$ cat src/rtl/ecp_tx_pkg.sv
package ecp_tx_pkg;

    localparam int OCTET_W = 8;

    typedef enum logic [1:0] {
        ST_IDLE    = 2'd0,
        ST_SETUP   = 2'd1,
        ST_STROBE  = 2'd2,
        ST_RELEASE = 2'd3
    } tx_state_e;

    typedef struct packed {
        logic               dflag;
        logic [OCTET_W-1:0] octet;
    } lines_t;

    typedef struct packed {
        tx_state_e state;
        logic      stb;
        lines_t    lines;
    } ctl_t;

endpackage

$ cat src/rtl/ecp_tx_encode.sv
module ecp_tx_encode
    import ecp_tx_pkg::*;
(
    input  logic [OCTET_W:0] word,
    output lines_t           lines
);
    // Tag bit above the byte: 1 = command (flag low), 0 = data (flag high).
    always_comb begin
        lines.dflag = ~word[OCTET_W];
        lines.octet = word[OCTET_W-1:0];
    end
endmodule

$ cat src/rtl/ecp_tx_setup_timer.sv
module ecp_tx_setup_timer #(
    parameter int SETUP_CYC = 2
) (
    input  logic clk,
    input  logic rst_n,
    input  logic load,
    input  logic run,
    output logic expired
);
    localparam int CW = (SETUP_CYC < 2) ? 1 : $clog2(SETUP_CYC);
    localparam logic [CW-1:0] START = CW'(SETUP_CYC - 1);

    logic [CW-1:0] cnt_d, cnt_q;

    always_comb begin
        cnt_d = cnt_q;
        if (load)
            cnt_d = START;
        else if (run && cnt_q != '0)
            cnt_d = cnt_q - 1'b1;
    end

    always_ff @(posedge clk or negedge rst_n) begin
        if (!rst_n) cnt_q <= '0;
        else        cnt_q <= cnt_d;
    end

    assign expired = (cnt_q == '0);


    setup_count_chk: assert property (@(posedge clk) disable iff (!rst_n)
        (run && !load && cnt_q != '0) |=> (cnt_q == $past(cnt_q) - 1'b1));
endmodule

$ cat src/rtl/ecp_fwd_tx.sv
module ecp_fwd_tx
    import ecp_tx_pkg::*;
#(
    parameter int SETUP_CYC = 2
) (
    input  logic         clk,
    input  logic         rst_n,
    input  logic         in_valid,
    output logic         in_ready,
    input  logic [8:0]   in_word,
    output logic [7:0]   par_data,
    output logic         cd_flag,
    output logic         host_stb,
    input  logic         periph_ack
);
    ctl_t   c_d, c_q;
    lines_t enc_lines;
    logic   accept;
    logic   setup_done;

    ecp_tx_encode enc_i (
        .word  (in_word),
        .lines (enc_lines)
    );

    ecp_tx_setup_timer #(.SETUP_CYC(SETUP_CYC)) tmr_i (
        .clk     (clk),
        .rst_n   (rst_n),
        .load    (accept),
        .run     (c_q.state == ST_SETUP),
        .expired (setup_done)
    );

    always_comb begin
        c_d      = c_q;
        in_ready = (c_q.state == ST_IDLE) && !periph_ack;
        accept   = in_valid && in_ready;
        unique case (c_q.state)
            ST_IDLE: begin
                c_d.stb         = 1'b0;
                c_d.lines.dflag = 1'b1;
                if (accept) begin
                    c_d.lines = enc_lines;
                    c_d.state = ST_SETUP;
                end
            end
            ST_SETUP: begin
                if (setup_done) begin
                    c_d.stb   = 1'b1;
                    c_d.state = ST_STROBE;
                end
            end
            ST_STROBE: begin
                if (periph_ack) begin
                    c_d.stb   = 1'b0;
                    c_d.state = ST_RELEASE;
                end
            end
            ST_RELEASE: begin
                if (!periph_ack) begin
                    c_d.lines.dflag = 1'b1;
                    c_d.state       = ST_IDLE;
                end
            end
            default: c_d.state = ST_IDLE;
        endcase
    end

    always_ff @(posedge clk or negedge rst_n) begin
        if (!rst_n) begin
            c_q.state       <= ST_IDLE;
            c_q.stb         <= 1'b0;
            c_q.lines.dflag <= 1'b1;
            c_q.lines.octet <= '0;
        end else begin
            c_q <= c_d;
        end
    end

    assign par_data = c_q.lines.octet;
    assign cd_flag  = c_q.lines.dflag;
    assign host_stb = c_q.stb;


    accept_lines_chk: assert property (@(posedge clk) disable iff (!rst_n)
        (in_valid && in_ready) |=> (par_data == $past(in_word[7:0]))
                                   && (cd_flag == !$past(in_word[8])));

    stable_lines_chk: assert property (@(posedge clk) disable iff (!rst_n)
        (host_stb || c_q.state == ST_RELEASE) |-> ($stable(par_data) && $stable(cd_flag)));

    no_early_stb_chk: assert property (@(posedge clk) disable iff (!rst_n)
        (in_valid && in_ready) |=> !host_stb);

    stb_fall_chk: assert property (@(posedge clk) disable iff (!rst_n)
        $fell(host_stb) |-> $past(periph_ack));

    idle_park_chk: assert property (@(posedge clk) disable iff (!rst_n)
        in_ready |-> (cd_flag && !host_stb));
endmodule

$ cat config.mk
export PLATFORM = sky130hd
export DESIGN_NAME = ecp_fwd_tx
export DESIGN_NICKNAME = d
export VERILOG_FILES = /design/src/rtl/ecp_tx_pkg.sv /design/src/rtl/ecp_tx_encode.sv /design/src/rtl/ecp_tx_setup_timer.sv /design/src/rtl/ecp_fwd_tx.sv
export SDC_FILE = /design/constraint.sdc
export NUM_CORES = 1
export LEC_CHECK = 0
export ABC_AREA = 0
export BUFFER_PORTS_ARGS = -buffer_cell sky130_fd_sc_hd__buf_4
export CORE_UTILIZATION = 51
export CTS_CLUSTER_DIAMETER = 80
export CTS_CLUSTER_SIZE = 40
export DETAILED_ROUTE_END_ITERATION = 10
export GPL_TIMING_DRIVEN = 0
export PLACE_DENSITY = 0.81
export RECOVER_POWER = 100
export SYNTH_ARGS = -nofsm -noshare
export SYNTH_HDL_FRONTEND = slang
export SYNTH_SLANG_ARGS = --single-unit
$ cat constraint.sdc
create_clock -name clk -period 2.6 [get_ports clk]
set_input_delay 0.26 -clock clk [delete_from_list [all_inputs] [get_ports clk]]
set_output_delay 0.26 -clock clk [all_outputs]
set_load 0.01 [all_outputs]
Word-level counts from Yosys, hierarchy flattened
Index checks and enable logic that the tools add are counted.

cells by class
  $add $sub $neg = 1
  bitwise gates (word level) = 1
  reductions and logical operators = 12
  eq/ne operators = 7
  multiplexer cells = 11

operators with widths
  operator             count
  $mux 9               1
  $ne 2x2->1 const B   4
  $pmux 2 s4           1
  $mux 3               2
  $eq 2x2->1 const B   2
  $mux 2               2
  $reduce_and 2->1     2
  $reduce_and 4->1     1
  $reduce_bool 2->1    2
  $logic_and 1x1->1    3
  $mux 1               3
  $pmux 1 s3           1
  $reduce_and 3->1     1
  $reduce_bool 3->1    1
  $eq 2x1->1 const B   1
  $logic_not 2->1      1
  $pmux 1 s2           1
  $logic_not 1->1      1
  $not 1->1            1
  $sub 1x1->1 const B  1

word-level totals
  input bits = 13
  logic and storage cells = 37
  register bits after elaboration = 13

Longest topological paths before layout
  depth in word-level cells = 5
  mapped depth = 5
  gate-level depth less buffers = 5

By module
From an unflattened synthesis, not the netlist that was laid out.

unflattened totals
  cells, all modules = 67
  area total of the unflattened synthesis = 778.2 µm²

by module, submodules not included
  module              cells each  area an instance (µm²)  instances
  ecp_fwd_tx          55          674.4                   1
  ecp_tx_encode       9           63.8                    1
  ecp_tx_setup_timer  3           40.0                    1

Worst setup path after synthesis
Ideal clock, no wire load.

  kind = flip-flop to flip-flop
  start point = register c_q[10] (netlist name)
  end point = register c_q[11] (netlist name)
  library setup time = 125 ps
  cell stages (with the launch flop) = 6
  period minus slack after synthesis = 1416 ps
  data required time = 2475 ps
  setup slack = 1184 ps
  data arrival time = 1291 ps
  cells stage by stage = dfrtp_1 -> inv_1 -> ha_1 -> or2b_4 -> o211ai_2 -> mux2_4

between the ends
  word-level cells in the longest chain between the ends = 5

ends and longest elaborated chain
  item                        RTL line                            text
  start: declaration          ecp_fwd_tx.sv:16                    ctl_t c_d, c_q;
  $logic_not 2->1             ecp_fwd_tx.sv:36, ecp_fwd_tx.sv:38
  $logic_and 1x1->1           ecp_fwd_tx.sv:36                    in_ready = (c_q.state == ST_IDLE) && !periph_ack;
  $logic_and 1x1->1           ecp_fwd_tx.sv:37                    accept = in_valid && in_ready;
  $ne 2x2->1 (no line)        n/a
  $reduce_and 4->1 (no line)  n/a

Several ways; a longest one is shown, not always the timed one.
A chain may end at the register's enable or synchronous reset.

Worst setup path after layout
  start point = register c_q[10] (netlist name)
  end point = output port in_ready

between the ends
  word-level cells in the longest chain between the ends = 2

ends and longest elaborated chain
  item               RTL line          text
  $logic_not 2->1    ecp_fwd_tx.sv:36
  $logic_and 1x1->1  ecp_fwd_tx.sv:36
  end: declaration   ecp_fwd_tx.sv:9   output logic in_ready,

Every way passes these cells.

==> flow_summary_export.csv <==
group,metric,value,unit
cells_and_area,drive_above_1_share,48.2,%
cells_and_area,final_cell_mix,"20 x buf_4, 12 x dfrtp_1, 8 x mux2_2, 8 x clkbuf_4, 6 x clkbuf_1",
place,hpwlAfterDp,1050,µm
drt,vias_per_cell,5.06,
cells_and_area,layout.cells.most_common,"buf_4",
clock_tree,post_cts_buffers,0,
global_route,grt.total_usage,21.8,%
floorplan,rows,12,
drt,routed_wl,1310,µm
clock_tree,htreeDepth,1,
drt,drtIter0Drc,3,
global_route,grt_pass1_wl,2100,µm
logic_synthesis,yosysWarnings,0,
logic_synthesis,synthCells,57,
logic_synthesis,yosysTopAreaCell,"dfrtp_1",
power_and_ir_drop,p_leak,0.439,nW
drt,routedWlPerCell,13.3,µm
floorplan,num_io_pins,24,
timing,relSlewSlack,53.8,%
critical_path,reg2reg_from,"c_q[10]",
clock_tree,cts_buffers,3,
timing,fmax,608,MHz
critical_path,cp-startpoint,"c_q[10]",
min_path,worstHoldStart,"in_word[7]",
min_path,hold_class,"input pin to flip-flop",
global_route,grt_antenna_before_repair,0,
global_route,use_met1,23.9,%
logic_synthesis,synthTopCellsByArea,"dfrtp_1 43%, mux2_2 13%, ha_1 9.0%, buf_4 8.6%, dfstp_2 3.8%",
flow_run,max-cap-violations,0,
logic_synthesis,synth_edf_count,0,
global_route,gr-usage-met3,3.47,%
clock_tree,cts_num_sinks,13,
drt,antenna_left,0,
place,dp_cells,94,
critical_path,crit_type,"flip-flop to primary output",
logic_synthesis,async_flop_share,100,%
logic_synthesis,ys_types,20,
clock_tree,cts-hold-fix-buffers,1,
clock_tree,root_buffer,"clkbuf_4",
power_and_ir_drop,irDropWorstVdd,0.000746,V
critical_path,setup.worst_path.end_class,"primary output",
timing,slew_violations,0,
clock_tree,clock_latency,0.28,ns
logic_synthesis,netlist.area_leader.share,43.0,%
cells_and_area,nets,104,
cells_and_area,area_growth,27.2,%
cells_and_area,n_antenna_cell,0,
floorplan,initial_core_util,58.9,%
timing,tns,0,ns
clock_tree,cts_resized,0,
cells_and_area,fin_util,74.9,%
clock_tree,cts_buffer_depth,2,
critical_path,crit_arrival,1.38,ns
drt,dr.pass1.iters,2,
critical_path,start_kind,"flip-flop",
critical_path,worstPathMaxFanout,5,
logic_synthesis,avgSynthCellArea,12.2,µm²
global_route,grt-ovfl-total,0,
floorplan,die_width,39,µm
outcome,outcome,"completed",
global_route,first_global_vias,483,
cells_and_area,layout.cells.non_filler,99,
logic_synthesis,ys.flop_type,"dfrtp_1",
timing,rsz0062_at_grt,"no",
clock_tree,clk_pin_slew_worst_paths,0.09,ns
critical_path,critPathRequiredTime,2.34,ns
power_and_ir_drop,p_total,1.03,mW
global_route,grt_max_degree,14,
power_and_ir_drop,powerDensity,1160,mW/mm²
timing,tightest_slew,0.693,ns
floorplan,core_area,0.00119,mm²
timing,setup_viol,0,
clock_tree,cts_tree,"done",
global_route,use_met2,39.2,%
place,gp_congestion,0.742,
timing,min_period_over_period,63.2,%
timing,final-hold-violation-count,0,
drt,drc_errors,0,
logic_synthesis,syn_nets,75,
logic_synthesis,seq_area_frac_synth,46.8,%
logic_synthesis,synth.cell_area,698,µm²
cells_and_area,fillers,97,
place,io_buffers,23,
global_route,top_usage_layer,"met2",
timing,skew,0.00245,ns
drt,vias,501,
timing,fin_crit,1.64,ns
floorplan,fp.dieH,39,µm
floorplan,die_area,0.00152,mm²
logic_synthesis,yosys_register_bits,13,
==> critical path, cell delays in order, from the launching register on <==
cell	delay (ns)
dfrtp_1	0.41
inv_1	0.13
ha_1	0.26
and2b_2	0.16
clkbuf_1	0.14
==> synthesized netlist by cell type (2+ instances only) <==
cell type and n:
ha_1 5, nand2_1 2, inv_1 5, buf_4 8, nor2_1 2, mux2_2 8, dfrtp_1 12, a31oi_1 3
==> power by group <==
part | internal [mW] | switching, mW | leakage [nW]
clock | 0.0572 | 0.0733 | 0.0177
sequential | 0.305 | 0.0565 | 0.154
combinational | 0.307 | 0.232 | 0.268
total | 0.670 | 0.362 | 0.439
==> per-layer routing <==
layer,routed length [µm],vias up,part of all wire (%)
met5,0,-,0
met4,16,0,1.2
met3,35,2,2.7
met2,745,15,57
met1,517,242,39
li1,-,242,-
==> state kept, by name (all words and copies together), names as in the netlist <==
register,count
c_q,2
tmr_i.cnt_q,1
par_data,8
host_stb,1
cd_flag,1
==> layout make-up <==
type                    instances  area, µm²  share of cell area [%]
well taps                      14       17.5                    1.97
flip-flops and latches         13        327                    36.8
plain buffers                   8       60.1                    6.76
multi-input cells              31        278                    31.3
repair buffers                 24        160                    18.0
clock buffers                   3       22.5                    2.54
clock inverters                 1       5.00                   0.563
inverters                       5       18.8                    2.11
==> stage by stage <==
step                setup slack, ns  hold slack (ns)  area [µm²]
floorplan                      1.18          -0.0356         698
global placement               1.10            0.107         888
detailed placement             1.05            0.110         888
CTS                           0.912            0.208         926
global route                  0.846            0.203         888
finish                        0.956            0.207         888
==> logic make-up after synthesis <==
family / count (synthesis) / share of synthesized area (%)
mux: 9 / 15.1
fa+ha+maj: 5 / 8.96
buf+inv: 13 / 11.3
compound gates: 9 / 9.32
flops: 13 / 46.8
simple gates: 8 / 8.60
==> worst paths after layout <==
path	end	slack, ns	depth (start not counted)
worst max register to register	c_q[11]	0.97	5
worst min-delay path	par_data[7]	0.21	2
min in group asynchronous	par_data[7]	0.52	2
worst max-delay path	in_ready	0.96	4
worst min register to register	par_data[5]	0.51	1
max in group asynchronous	par_data[6]	1.64	2
(Power assumes the default switching activity.)
